## src/rtl/seep_pkg.sv

```systemverilog
package seep_pkg;
  localparam int REG_W   = 8;
  localparam int BIT_REQ = 0;
  localparam int BIT_RDY = 1;
  localparam int BIT_CS  = 2;
  localparam int BIT_SCK = 3;
  localparam int BIT_DO  = 4;
  localparam int BIT_DI  = 5;

  typedef struct packed {
    logic pinEnable;
    logic ready;
  } seepCtrl_t;
endpackage

```

## src/rtl/seep_ctrl.sv

```systemverilog
module seep_ctrl
  import seep_pkg::*;
#(
  parameter int DELAY_CYC = 200
) (
  input  logic      clk,
  input  logic      rstN,
  input  logic      wrEn,
  input  logic      wrReq,
  input  logic      memBusy,
  output logic      reqHeld,
  output seepCtrl_t ctrlOut
);
  localparam int TW = $clog2(DELAY_CYC + 1);
  localparam logic [TW-1:0] DELAY_LOAD = TW'(DELAY_CYC);

  logic          reqQ;
  logic          grantQ;
  logic [TW-1:0] timerQ;

  always_ff @(posedge clk or negedge rstN) begin
    if (!rstN) reqQ <= 1'b0;
    else if (wrEn) reqQ <= wrReq;
  end

  always_ff @(posedge clk or negedge rstN) begin
    if (!rstN) grantQ <= 1'b0;
    else if (wrEn && !wrReq) grantQ <= 1'b0;
    else if (reqQ && !grantQ && !memBusy) grantQ <= 1'b1;
  end

  always_ff @(posedge clk or negedge rstN) begin
    if (!rstN) timerQ <= '0;
    else if (wrEn && wrReq && grantQ) timerQ <= DELAY_LOAD;
    else if (!grantQ) timerQ <= '0;
    else if (timerQ != '0) timerQ <= timerQ - 1'b1;
  end

  assign reqHeld           = reqQ;
  assign ctrlOut.pinEnable = grantQ;
  assign ctrlOut.ready     = grantQ && (timerQ == '0);

  p_grant_idle_r2: assert property (@(posedge clk) disable iff (!rstN)
    $rose(grantQ) |-> ($past(!memBusy) && $past(reqQ)));
  p_busy_hold_r2: assert property (@(posedge clk) disable iff (!rstN)
    (reqQ && !grantQ && memBusy) |=> !grantQ);
  p_ready_drop_r6: assert property (@(posedge clk) disable iff (!rstN)
    (wrEn && wrReq && grantQ) |=> !ctrlOut.ready);
  p_timer_bound_r6: assert property (@(posedge clk) disable iff (!rstN)
    timerQ <= DELAY_LOAD);
  p_release_r8: assert property (@(posedge clk) disable iff (!rstN)
    (wrEn && !wrReq) |=> (!grantQ && !ctrlOut.ready));
endmodule

```

## src/rtl/seep_dpath.sv

```systemverilog
module seep_dpath
  import seep_pkg::*;
(
  input  logic             clk,
  input  logic             rstN,
  input  logic             wrEn,
  input  logic             wrCs,
  input  logic             wrSck,
  input  logic             wrDo,
  input  logic             reqHeld,
  input  seepCtrl_t        ctrlIn,
  input  logic             eeDi,
  output logic             eeCs,
  output logic             eeSck,
  output logic             eeDo,
  output logic [REG_W-1:0] rdData
);
  logic csQ, sckQ, doQ;
  logic diMeta, diSync;

  always_ff @(posedge clk or negedge rstN) begin
    if (!rstN) begin
      csQ  <= 1'b0;
      sckQ <= 1'b0;
      doQ  <= 1'b0;
    end else if (wrEn) begin
      csQ  <= wrCs;
      sckQ <= wrSck;
      doQ  <= wrDo;
    end
  end

  always_ff @(posedge clk or negedge rstN) begin
    if (!rstN) begin
      diMeta <= 1'b0;
      diSync <= 1'b0;
    end else begin
      diMeta <= eeDi;
      diSync <= diMeta;
    end
  end

  assign eeCs  = csQ  & ctrlIn.pinEnable;
  assign eeSck = sckQ & ctrlIn.pinEnable;
  assign eeDo  = doQ  & ctrlIn.pinEnable;

  always_comb begin
    rdData          = '0;
    rdData[BIT_REQ] = reqHeld;
    rdData[BIT_RDY] = ctrlIn.ready;
    rdData[BIT_CS]  = csQ;
    rdData[BIT_SCK] = sckQ;
    rdData[BIT_DO]  = doQ;
    rdData[BIT_DI]  = diSync & ctrlIn.pinEnable;
  end

  p_pins_parked_r5: assert property (@(posedge clk) disable iff (!rstN)
    !ctrlIn.pinEnable |-> (!eeCs && !eeSck && !eeDo));
  p_di_gated_r7: assert property (@(posedge clk) disable iff (!rstN)
    !ctrlIn.pinEnable |-> !rdData[BIT_DI]);
  p_ready_owned_r3: assert property (@(posedge clk) disable iff (!rstN)
    ctrlIn.ready |-> ctrlIn.pinEnable);
endmodule

```

## src/rtl/seep_port.sv

```systemverilog
module seep_port
  import seep_pkg::*;
#(
  parameter int CLK_MHZ  = 250,
  parameter int DELAY_NS = 800
) (
  input  logic             clk,
  input  logic             rstN,
  input  logic             regWrEn,
  input  logic [REG_W-1:0] regWrData,
  output logic [REG_W-1:0] regRdData,
  input  logic             memBusy,
  output logic             memGrant,
  output logic             eeCs,
  output logic             eeSck,
  output logic             eeDo,
  input  logic             eeDi
);
  localparam int DELAY_CYC = CLK_MHZ * DELAY_NS / 1000;

  seepCtrl_t ctrlBus;
  logic      reqHeld;

  seep_ctrl #(.DELAY_CYC(DELAY_CYC)) ctrl_i (
    .clk(clk), .rstN(rstN), .wrEn(regWrEn), .wrReq(regWrData[BIT_REQ]),
    .memBusy(memBusy), .reqHeld(reqHeld), .ctrlOut(ctrlBus)
  );

  seep_dpath dpath_i (
    .clk(clk), .rstN(rstN), .wrEn(regWrEn),
    .wrCs(regWrData[BIT_CS]), .wrSck(regWrData[BIT_SCK]), .wrDo(regWrData[BIT_DO]),
    .reqHeld(reqHeld), .ctrlIn(ctrlBus), .eeDi(eeDi),
    .eeCs(eeCs), .eeSck(eeSck), .eeDo(eeDo), .rdData(regRdData)
  );

  assign memGrant = ctrlBus.pinEnable;

  logic unusedBits;
  assign unusedBits = ^{regWrData[7:5], regWrData[BIT_RDY]};
endmodule

```

## config.mk

```make
export PLATFORM = sky130hd
export DESIGN_NAME = seep_port
export DESIGN_NICKNAME = d
export VERILOG_FILES = /design/src/rtl/seep_pkg.sv /design/src/rtl/seep_ctrl.sv /design/src/rtl/seep_dpath.sv /design/src/rtl/seep_port.sv
export SDC_FILE = /design/constraint.sdc
export NUM_CORES = 1
export LEC_CHECK = 0
export BUFFER_PORTS_ARGS = -buffer_cell sky130_fd_sc_hd__clkbuf_2
export CORE_MARGIN = 3
export CORE_UTILIZATION = 48
export CTS_CLUSTER_SIZE = 24
export DETAILED_ROUTE_END_ITERATION = 10
export GPL_TIMING_DRIVEN = 0
export PLACE_DENSITY = 0.76
export SKIP_CTS_REPAIR_TIMING = 1
export SLEW_MARGIN = 20
export SYNTH_ARGS = -nofsm -noshare
export SYNTH_HDL_FRONTEND = slang
export SYNTH_SLANG_ARGS = --single-unit
```

## constraint.sdc

```tcl
create_clock -name clk -period 2.4 [get_ports clk]
set_input_delay 0.48 -clock clk [delete_from_list [all_inputs] [get_ports clk]]
set_output_delay 0.48 -clock clk [all_outputs]
set_load 0.01 [all_outputs]
```

==> impl_metrics.yaml <==
synthesis:
  seq_area_frac_synth_pct: 46.7
  postSynthCellCount: 79
  synth_largest_area_cell: "dfrtp_1"
  synth_ff_type: "dfrtp_1"
  number_of_enable_type_register_cells_in_the_synthesized_netlist: 0
  synth_largest_type_area_fraction_pct: 46.7
  post_synth_instance_area_sq_um: 805
  postSynthRegisterBits: 15
  ys_async_sr_fraction_pct: 100
  synth_cell_types: 31
  per_instance_average_area_after_synthesis_sq_um: 10.2
  ys.warnings.count: 0
  synth_top_cells_by_area: "dfrtp_1 (47%), buf_4 (5.6%), mux2_2 (4.2%), and2_1 (3.9%), o21ai_0 (3.7%)"
sta:
  skew_ps: 4.73
  whs_ps: 89.9
  fin_crit_ps: 2320
  finalMaxSlewViolations: 0
  maxClockFrequency_ghz: 0.432
  rsz0062_at_grt: "false"
  timing.final.setup_violations: 0
  hold_viol_final: 0
  period_share_pct: 96.5
route:
  routedWlPerCell_um: 14.0
  vias_per_cell: 5.69
  ant_nets: 0
  drc_errors: 0
  num_vias: 677
  drtIter0Drc: 24
  drt_pre_antenna_iters: 4
  finalWirelength_mm: 1.67
global_routing:
  grt_usage_pct: 16.8
  grt_start_max_net_pins: 16
  via_count_of_the_first_global_routing_pass: 599
  first_pass_grt_wire_length_mm: 2.61
  grt_overflow_total: 0
  antenna_found_initial: 0
run:
  cap_violations: 0
clocking:
  insertion_delay_ps: 280
  htree_num_levels: 1
  clockRootBuffer: "clkbuf_4"
  clk_transition_reported_paths_ps: 90
  clk_path_buf_depth: 2
  tritoncts.num_buffers: 3
  clock_tree_from_tritoncts: "done"
  clkSinkCount: 15
placed_design:
  placed_area_sq_um: 913
  numPortBuffers: 17
  finalWeightedCongestion: 0.742
  hpwlAfterDp_mm: 1.21
critical_path:
  path_max_fanout: 10
  worstPathRequired_ps: 1920
  arrival_ps: 1840
  worstSetupStartpointType: "register"
  crit_type: "reg2out"
  endpoint_kind_of_the_worst_setup_timing_path: "output port"
power_and_ir_drop:
  static-leakage-power_nw: 0.468
  power-per-cell-area_nw_per_um2: 1220
  vdd.ir_drop.worst_mv: 0.606
  power_mw: 1.19
final_layout:
  layout.cells.most_common_list: "clkbuf_2 (16), dfrtp_1 (15), buf_4 (8)"
  drive_above_1_share_pct: 40.8
  nFillCells: 125
  finished_core_util_pct: 63.1
  layout.cells.most_common: "clkbuf_2"
  area.growth.synth_to_final_pct: 21.0
  antenna_cells: 0
  finalNetCount: 119
  final_design_area_no_fill_sq_um: 973
floorplan:
  die_span_in_x_um: 46.9
  coreArea_sq_um: 1540
  die_outline_area_sq_um: 2200
  std_cell_rows: 14
  die_h_um: 46.9
  initial_utilization_pct: 52.2
  io_pins: 25
status:
  run_status: "complete, no violations"
worst_hold_path:
  hold_class: "in2async"
layer usage:
metal | up-vias | part of all wire (%) | routed length [um] | GRT usage (%)
met5 | - | 0 | 0 | 0
met1 | 326 | 42 | 709 | 20.2
met3 | 4 | 5.0 | 83 | 2.30
li1 | 328 | - | - | -
met4 | 0 | 1.3 | 21 | 5.52
met2 | 19 | 51 | 858 | 30.4
cell usage after synthesis (all sizes together), types with 2 or more instances:
library cell / n
a21boi: 2
a21oi: 2
a311oi: 2
and2: 5
buf: 8
dfrtp: 15
ha: 2
inv: 7
mux2: 3
nand2: 2
nor2: 2
nor3: 4
nor4: 2
o2111ai: 2
o21ai: 6
o31ai: 2
or4: 2
cells by family after synthesis:
| logic type | count (synthesis) | share of synthesized area [%] |
|---|---|---|
| mux | 3 | 4.20 |
| compound gates | 20 | 17.6 |
| simple gates | 22 | 16.6 |
| flops | 15 | 46.7 |
| fa+ha+maj | 2 | 3.11 |
| buf+inv | 16 | 11.4 |
| other cells | 1 | 0.466 |
worst max-delay path, cell delays in order (launching register included):
cell,delay [ps]
dfrtp_1,430
inv_2,70
ha_2,170
or4b_4,460
buf_6,160
nor3_2,130
buf_2,140
layout make-up:
class / count / area [sq um] / area share, %
Timing Repair Buffer: 19 / 100 / 10.3
Sequential cell: 15 / 375 / 38.6
Tap cell: 16 / 20.0 / 2.06
Inverter: 7 / 26.3 / 2.70
Buffer: 9 / 71.3 / 7.33
Multi-Input combinational cell: 49 / 353 / 36.2
Clock inverter: 1 / 5.00 / 0.514
Clock buffer: 3 / 22.5 / 2.31
where the power goes:
group          total, mW  switching [mW]  internal, mW  leakage, nW
Combinational      0.636           0.317         0.320        0.261
Sequential         0.407          0.0862         0.321        0.189
Clock              0.146          0.0842        0.0619       0.0177
Total               1.19           0.487         0.703        0.468
worst paths after layout:
path,start,endpoint,slack [ps],cells after the start
worst max-delay path,ctrl_i.timerQ[1],regRdData[1],80,6
worst min-delay path,rstN,ctrl_i.reqHeld,90,1
worst max register to register,ctrl_i.timerQ[0],ctrl_i.timerQ[7],610,4
worst min register to register,dpath_i.diMeta,dpath_i.diSync,370,0
max in group asynchronous,rstN,ctrl_i.timerQ[1],2040,1
min in group clk,eeDi,dpath_i.diMeta,290,1
flip-flops by register name (all words and copies together), names as in the netlist:
name	count
dpath_i.doQ	1
dpath_i.diMeta	1
dpath_i.sckQ	1
ctrl_i.reqHeld	1
dpath_i.diSync	1
dpath_i.csQ	1
ctrl_i.timerQ	8
ctrl_i.grantQ	1
through the flow:
stage	setup WS (ps)	cells	setup TNS, ps
floorplan	423	80	0
global placement	347	113	0
detailed placement	303	113	0
CTS	-24.8	117	-24.8
global route	11.3	119	0
finish	82.9	119	0
(Power assumes the default switching activity.)
